[src/rtl/csa_pkg.sv]
package csa_pkg;

    // Nominal width of group g before truncation: 2, 2, 3, 4, 5, ...
    function automatic int grp_nominal(input int g);
        return (g == 0) ? 2 : g + 1;
    endfunction

    // Bit position where group g starts
    function automatic int grp_lsb(input int g);
        int s;
        s = 0;
        for (int i = 0; i < g; i++) s += grp_nominal(i);
        return s;
    endfunction

    // Number of groups needed to cover n bits
    function automatic int grp_count(input int n);
        int s;
        int g;
        s = 0;
        g = 0;
        while (s < n) begin
            s += grp_nominal(g);
            g++;
        end
        return g;
    endfunction

    // Actual width of group g in an n-bit word (last group truncated)
    function automatic int grp_width(input int n, input int g);
        int l;
        int w;
        l = grp_lsb(g);
        w = grp_nominal(g);
        return (l + w > n) ? n - l : w;
    endfunction

endpackage

[src/rtl/csa_ripple.sv]
module csa_ripple #(
    parameter int W = 2
) (
    input  logic [W-1:0] a,
    input  logic [W-1:0] b,
    input  logic         cin,
    output logic [W-1:0] sum,
    output logic         cout
);
    logic [W:0] chain;

    assign chain[0] = cin;

    for (genvar i = 0; i < W; i++) begin : g_bit
        logic half;
        assign half       = a[i] ^ b[i];
        assign sum[i]     = half ^ chain[i];
        assign chain[i+1] = (a[i] & b[i]) | (chain[i] & half);
    end

    assign cout = chain[W];
endmodule

[src/rtl/csa_inc1.sv]
module csa_inc1 #(
    parameter int W = 2
) (
    input  logic [W-1:0] d,
    input  logic         cz,
    output logic [W-1:0] q,
    output logic         cq
);
    // run[i] is high when every bit of d below position i is one
    logic [W:0] run;

    assign run[0] = 1'b1;

    for (genvar i = 0; i < W; i++) begin : g_bit
        assign q[i]     = d[i] ^ run[i];
        assign run[i+1] = run[i] & d[i];
    end

    assign cq = cz | run[W];
endmodule

[src/rtl/csa_group.sv]
module csa_group #(
    parameter int W = 2
) (
    input  logic         clk,
    input  logic         rst_n,
    input  logic [W-1:0] a,
    input  logic [W-1:0] b,
    input  logic         csel,
    output logic [W-1:0] sum,
    output logic         cout
);
    logic [W-1:0] s_zero;
    logic         c_zero;
    logic [W-1:0] s_one;
    logic         c_one;

    csa_ripple #(.W(W)) u_rca (
        .a    (a),
        .b    (b),
        .cin  (1'b0),
        .sum  (s_zero),
        .cout (c_zero)
    );

    csa_inc1 #(.W(W)) u_inc (
        .d  (s_zero),
        .cz (c_zero),
        .q  (s_one),
        .cq (c_one)
    );

    always_comb begin
        unique case (csel)
            1'b1:    begin sum = s_one;  cout = c_one;  end
            default: begin sum = s_zero; cout = c_zero; end
        endcase
    end

    // Converter output must be the ripple answer plus one, carry included
    assert_inc_plus_one_R3: assert property (@(posedge clk) disable iff (!rst_n)
        {c_one, s_one} == ({c_zero, s_zero} + {{W{1'b0}}, 1'b1}));

    // Selected group output must equal the true slice sum with the incoming carry
    assert_group_sum_R2: assert property (@(posedge clk) disable iff (!rst_n)
        {cout, sum} == ({1'b0, a} + {1'b0, b} + {{W{1'b0}}, csel}));
endmodule

[src/rtl/csa_adder.sv]
module csa_adder #(
    parameter int WIDTH   = 32,
    parameter bit REG_OUT = 1'b1
) (
    input  logic             clk,
    input  logic             rst_n,
    input  logic [WIDTH-1:0] op_a,
    input  logic [WIDTH-1:0] op_b,
    input  logic             carry_in,
    output logic [WIDTH:0]   result
);
    localparam int NGRP = csa_pkg::grp_count(WIDTH);

    logic [NGRP:0]    gcarry;
    logic [WIDTH-1:0] sum_c;
    logic [WIDTH:0]   comb_res;
    logic [WIDTH:0]   ref_sum;

    assign gcarry[0] = carry_in;

    for (genvar g = 0; g < NGRP; g++) begin : g_grp
        localparam int LSB = csa_pkg::grp_lsb(g);
        localparam int GW  = csa_pkg::grp_width(WIDTH, g);

        if (g == 0) begin : g_low
            csa_ripple #(.W(GW)) u_low (
                .a    (op_a[LSB +: GW]),
                .b    (op_b[LSB +: GW]),
                .cin  (gcarry[0]),
                .sum  (sum_c[LSB +: GW]),
                .cout (gcarry[1])
            );

            // Lowest group takes the external carry with no select stage
            assert_low_group_R6: assert property (@(posedge clk) disable iff (!rst_n)
                {gcarry[1], sum_c[LSB +: GW]} ==
                ({1'b0, op_a[LSB +: GW]} + {1'b0, op_b[LSB +: GW]} + {{GW{1'b0}}, carry_in}));
        end else begin : g_sel
            csa_group #(.W(GW)) u_grp (
                .clk   (clk),
                .rst_n (rst_n),
                .a     (op_a[LSB +: GW]),
                .b     (op_b[LSB +: GW]),
                .csel  (gcarry[g]),
                .sum   (sum_c[LSB +: GW]),
                .cout  (gcarry[g+1])
            );
        end
    end

    assign comb_res = {gcarry[NGRP], sum_c};
    assign ref_sum  = {1'b0, op_a} + {1'b0, op_b} + {{WIDTH{1'b0}}, carry_in};

    if (REG_OUT) begin : g_reg
        always_ff @(posedge clk or negedge rst_n) begin
            if (!rst_n) result <= '0;
            else        result <= comb_res;
        end

        // Registered output shows the sum of the previous cycle's inputs
        assert_result_R1: assert property (@(posedge clk) disable iff (!rst_n)
            rst_n |=> result == $past(ref_sum));

        // Output stays cleared while reset is held
        assert_reset_clear_R5: assert property (@(posedge clk)
            !rst_n |-> result == '0);
    end else begin : g_comb
        assign result = comb_res;

        assert_result_R1: assert property (@(posedge clk) disable iff (!rst_n)
            result == ref_sum);
    end
endmodule

[config.mk]
export PLATFORM = sky130hd
export DESIGN_NAME = csa_adder
export DESIGN_NICKNAME = d
export VERILOG_FILES = /design/src/rtl/csa_pkg.sv /design/src/rtl/csa_ripple.sv /design/src/rtl/csa_inc1.sv /design/src/rtl/csa_group.sv /design/src/rtl/csa_adder.sv
export SDC_FILE = /design/constraint.sdc
export NUM_CORES = 1
export LEC_CHECK = 0
export ABC_AREA = 1
export BUFFER_PORTS_ARGS = -buffer_cell sky130_fd_sc_hd__buf_2
export CORE_UTILIZATION = 40
export CTS_BUF_LIST = sky130_fd_sc_hd__clkbuf_8
export CTS_CLUSTER_DIAMETER = 120
export DETAILED_ROUTE_END_ITERATION = 7
export GPL_ROUTABILITY_DRIVEN = 0
export GPL_TIMING_DRIVEN = 0
export PLACE_DENSITY_LB_ADDON = 0.08
export SYNTH_ARGS = -nofsm -noshare
export SYNTH_HDL_FRONTEND = slang
export SYNTH_SLANG_ARGS = --single-unit
[constraint.sdc]
create_clock -name clk -period 0.8 [get_ports clk]
set_input_delay 0.16 -clock clk [delete_from_list [all_inputs] [get_ports clk]]
set_output_delay 0.16 -clock clk [all_outputs]
set_load 0.005 [all_outputs]
==> metrics.md, run 1 <==
| Metric | Value |
|---|---|
| I/O Pins | `100` |
| CP Capture Type | `flip-flop` |
| Count of unique library cells instantiated by Yosys | `19` |
| Via density | `about 4.4` |
| DP Area | `3330 µm²` |
| Post-synth EDFFs | `0` |
| Setup tns final | `-48220 ps` |
| Biggest register | `result` |
| DR pass1 iterations | `4` |
| DR vias | `1944` |
| Die area | `between 6000 and 7000 µm²` |
| Slew HR | `0.489` |
| Tightest Pin Transition | `~770 ps` |
| # clock sinks | `33` |
| WL final | `5080 µm` |
| Failing checks | `hold timing, setup timing` |
| Min-delay worst type | `input pin to asynchronous set/reset pin` |
| Required @ worst endpoint | `roughly 970 ps` |
| Core area | `slightly above 6000 µm²` |
| Area growth, synth to finish | `49.6%` |
| DIE WIDTH | `82.1 µm` |
| Yosys warns | `0` |
| Share of cells above drive strength 1 | `0.571` |
| Setup violations, final | `65` |
| Syn_area_per_cell | `10.3 µm²` |
| Top Registers | `result: 33 flops` |
| Clock transition at the registers of the reported paths | `70 ps` |
| GRT overflow | `0` |
| Mapped Area | `2560 µm²` |
| Largest register FFs | `33` |
| Antenna cells | `0` |
| Crit-path max FO | `4` |
| WL/cell | `roughly 12 µm` |
| Synth Flop Type | `dfrtp_1` |
| ANT nets after route | `0` |
| Max cap viols | `0` |
| Tcrit/Tclk final | `3.80` |
| RSZ-0062 raised after global routing | `true` |
| TritonCTS clock tree | `built` |
| Synth top cells by count | `inv_1 (75), dfrtp_1 (33), ha_1 (30), fa_1 (25), nand2_1 (16)` |
| Max Freq | `329 MHz` |
| Starting Density | `0.423` |
| Clk buf depth | `2` |
| FP Rows | `28` |
| Seq cells post-synth | `33` |
| Core Util, Final | `0.633` |
| Final Power | `between 6 and 7 mW` |
| DR iter-0 viols | `30` |
| Top cell type's share of synthesized area | `0.322` |
| Max IR drop VDD | `between 1000 and 1500 µV` |
| Pleak | `2.02 nW` |
| Die height | `82.1 µm` |
| Final HPWL DP | `approximately 3800 µm` |
| Setup ws final | `-2240 ps` |
| Kind of critical path | `input pin to flip-flop` |
| Layout Nets | `488` |
| Minimum clock period | `3040 ps` |
| Fin. max-slew vios | `0` |
| Most common cell in the netlist | `inv_1` |
| Gr usage total | `0.161` |
| CP Launch Type | `input pin` |
| WP data arrival | `3220 ps` |
| Asr flop ratio synth | `1.00` |
| PortBufs | `99` |
| Pwr/cell area | `1720 nW/µm²` |
| Status | `finished with violations` |
| H-tree Lvls | `2` |
| Design area | `3840 µm²` |
| Leading area contributor after synthesis | `dfrtp_1` |
| Largest net degree at the start of global routing | `34` |
| Seq/Total Area, Yosys | `0.322` |
| CTS buffer count | `5` |
| Initial antenna violation count | `0` |
| DRC | `0` |
| Final Hold Fails | `33` |
| Root buffer cell | `clkbuf_8` |
| Worst hold margin | `-47.9 ps` |
| Vias in the first global route | `1870` |
| Area contributors post-synth | `dfrtp_1 (32%), fa_1 (20%), ha_1 (15%)` |
| Synth Instances | `249` |
| Post-Syn Nets | `371` |
| First-pass GRT wire length | `8000 µm` |
## worst max-delay path: stages
cell     delay (ps)
buf_8            80
ha_4            120
inv_2            30
fa_2            330
fa_2            350
fa_2            350
fa_2            350
fa_2            340
fa_1            530
inv_2            60
ha_4            160
nor2_4          120
nand3_4          90
nand3_1         100
nand2_1          50
## where the power goes
group	internal, mW	switching [mW]	total (mW)
combinational	1.60	1.52	3.12
clock	0.670	0.599	1.27
sequential	2.10	0.107	2.20
## repair_timing
action	in CTS	in global routing
gates cloned	2	0
pin swaps	15	13
buffers inserted	5	4
hold endpoints to repair	33	0
endpoints found under the setup margin	65	65
resized for setup	35	29
## cells by family (layout without fill, tap and decap cells)
group / count (synthesis) / in the layout / share of synthesized area
buffers and inverters: 77 / 193 / 0.119
AO/OA/AOI/OAI: 16 / 16 / 0.0400
AND/OR/NAND/NOR: 59 / 60 / 0.143
adder cells (fa/ha/maj): 55 / 55 / 0.342
flip-flops: 33 / 33 / 0.322
multiplexers: 3 / 3 / 0.0132
XOR/XNOR: 6 / 6 / 0.0205
## placed cells by master (no fill, tap or decap), types with 4 or more instances in the layout
master and count:
nand3_2 5, nand3_4 6, fa_2 21, nand2_4 9, o21ai_2 8, fa_1 4
buf_2 86, clkbuf_8 6, nand2_2 4, ha_4 12, ha_1 18, a21oi_1 5
nand2_1 12, dfrtp_1 33, nor2_4 5, inv_2 13, buf_6 15, inv_1 64
nand3_1 10, nor2_1 5, buf_4 4
## metal layers
layer  share of wire  GRT usage
met4           0.019     0.0614
met3           0.043     0.0422
met2            0.54      0.280
met5               0          0
met1            0.40      0.188
## through the flow
| stage | setup WS, ps | cells |
|---|---|---|
| floorplan | -2420 | 249 |
| global placement | -2700 | 423 |
| detailed placement | -2720 | 423 |
| CTS | -2260 | 437 |
| global route | -2350 | 441 |
| finish | -2240 | 441 |
## worst paths after layout
check / slack (ps) / startpoint / endpoint
worst max-delay path: -2240 / op_a[22] / result[30]
worst min-delay path: -50 / rst_n / result[1]
max in group asynchronous: 370 / rst_n / result[25]
min in group clk: 160 / op_b[11] / result[11]
## area by class of cell
| type | count | area (µm²) |
|---|---|---|
| Multi-Input combinational cell | 140 | 1820 |
| Sequential cell | 33 | 826 |
| Clock inverter | 1 | 3.75 |
| Tap cell | 75 | 93.8 |
| Timing Repair Buffer | 109 | 702 |
| Clock buffer | 6 | 82.6 |
| Buffer | 1 | 20.0 |
| Fill cell | 512 | 2220 |
| Inverter | 76 | 285 |
No activity file was read; power rests on OpenSTA's default activity.
==> run 2: changes to the inputs <==
Settings changed: CORE_ASPECT_RATIO set to 0.75, SKIP_CTS_REPAIR_TIMING set to 1.
==> run 2 against run 1 <==
The flow still finishes with violations (hold timing, setup timing). Via count decreased by 2.1%. Hold slack lost 7.8 ps. Wire length fell by 2.9%. Global-route usage shrank 0.87 points. Core utilization fell by 0.19 points. Count of clock-buffer cells in the layout unchanged. Fmax shrank 2.0%. Largest power group unchanged.
==> metrics.md, run 2 (same netlist as run 1, synthesis figures left out) <==
| Metric | Value |
|---|---|
| Status | `finished with violations` |
| Failing checks | `hold timing, setup timing` |
| RSZ-0062 raised after global routing | `true` |
| Fillers | `507` |
| CTS buffer count | `5` |
| GRT overflow | `0` |
| PortBufs | `99` |
| Clock transition at the registers of the reported paths | `70 ps` |
| TritonCTS clock tree | `built` |
| Logic pwr share | `0.464` |
| Worst hold margin | `-55.7 ps` |
| Starting Density | `0.427` |
| DR vias | `1904` |
| Most used cell, CP | `fa_2` |
| Final Hold Fails | `33` |
| Max cap viols | `0` |
| Post-Layout Cell Count | `442` |
| DR iter-0 viols | `21` |
| Biggest register | `result` |
| Largest register FFs | `33` |
| Layout Nets | `486` |
| # clock sinks | `33` |
| Pwr/cell area | `1700 nW/µm²` |
| Setup ws final | `-2310 ps` |
| Max IR drop VDD | `691 µV` |
| Slew HR | `0.492` |
| Sw Share | `0.334` |
| Root buffer cell | `clkbuf_8` |
| Sequential fraction of design power | `0.340` |
| Highest-count cells in the layout ignoring fill and taps | `buf_2 (86), inv_1 (65), dfrtp_1 (33), fa_2 (21), ha_1 (18)` |
| Setup violations, final | `65` |
| Kind of critical path | `input pin to flip-flop` |
| Pleak | `1.99 nW` |
| Largest net degree at the start of global routing | `34` |
| Vias in the first global route | `between 1500 and 2000` |
| Crit-path max FO | `4` |
| Switching pwr | `2.16 mW` |
| Pre-CTS WS | `-2780 ps` |
| Via density | `4.31` |
| Core area | `6010 µm²` |
| First-pass GRT wire length | `7890 µm` |
| Min-delay worst type | `input pin to asynchronous set/reset pin` |
| Area growth, synth to finish | `47.8%` |
| Sum of buffers and inverters on the critical path | `3` |
| Tcrit/Tclk final | `3.88` |
| Max Freq | `322 MHz` |
| Slowest stage cell, crit path | `fa_1` |
| WP data arrival | `3280 ps` |
| Gr usage total | `0.152` |
| Clk buf depth | `2` |
| Fin. max-slew vios | `0` |
| Post-placement cell count | `426` |
| CP Capture Type | `flip-flop` |
| Die area | `roughly 6700 µm²` |
| FP Rows | `24` |
| Share of cells above drive strength 1 | `0.574` |
| Clock share of power | `0.195` |
| ANT nets after route | `0` |
| Top Registers | `result: 33 flops` |
| H-tree Lvls | `2` |
| Most common cell after layout, fill and taps aside | `buf_2` |
| DIE WIDTH | `94.4 µm` |
| Antenna cells | `0` |
| WL/cell | `11.2 µm` |
| Minimum clock period | `3110 ps` |
| WL final | `4940 µm` |
| CP Launch Type | `input pin` |
| Crit-path leading delay family | `adder cells` |
| DRC | `0` |
| Critical Path Max Stage Delay | `540 ps` |
| Critical path cell sequence | `buf_6 -> ha_4 -> inv_2 -> fa_2 -> fa_2 -> fa_2 -> fa_2 -> fa_2 -> fa_1 -> inv_2 -> ha_4 -> nor2_4 -> nand3_4 -> nand3_2 -> nand2_1` |
| DR pass1 iterations | `4` |
| Die height | `71.3 µm` |
| Final Power | `6.46 mW` |
| Final HPWL DP | `3900 µm` |
| Required @ worst endpoint | `980 ps` |
| I/O Pins | `100` |
| Internal | `4.30 mW` |
| Tightest Pin Transition | `762 ps` |
| Core Util, Final | `0.631` |
| Initial antenna violation count | `0` |
run 2: area by class of cell:
class	instances	area [µm²]	area share
buffer	1	20.0	0.00528
sequential	33	826	0.218
timing repair buffer	107	666	0.176
clock buffer	6	82.6	0.0218
multi-input combinational	140	1810	0.477
inverter	76	285	0.0753
clock inverter	1	3.75	0.000990
tap	78	97.6	0.0258
run 2: power groups by stage:
stage	sequential [mW]	clock [mW]	combinational, mW
after detailed placement	2.23	0	2.51
after CTS	2.20	1.31	2.52
final	2.20	1.26	3.00
after floorplan	2.31	0	1.50
after global routing	2.25	1.37	3.40
after global placement	2.24	0	2.42
run 2: worst paths after layout:
kind                       slack (ps)  cells past startpoint          to     start
worst max-delay path            -2310                     15  result[31]  op_a[22]
worst min-delay path              -60                      1   result[5]     rst_n
max in group asynchronous         370                      1  result[23]     rst_n
min in group clk                  160                      3  result[11]  op_b[11]
run 2: metal layers:
| metal | global-route usage | vias to the layer above | share of wire | wire length, µm |
|---|---|---|---|---|
| met5 | 0 | - | 0 | 0 |
| met4 | 0.0564 | 0 | 0.015 | 76 |
| met3 | 0.0372 | 8 | 0.066 | 324 |
| met2 | 0.231 | 65 | 0.46 | 2250 |
| met1 | 0.212 | 852 | 0.46 | 2280 |
| li1 | - | 979 | - | - |
run 2: stage by stage:
stage	TNS, ps	area (µm²)
after floorplan	-48340	2740
after global placement	-55350	3330
after detailed placement	-55970	3330
after CTS	-50240	3420
after global routing	-51420	3790
final	-48170	3790
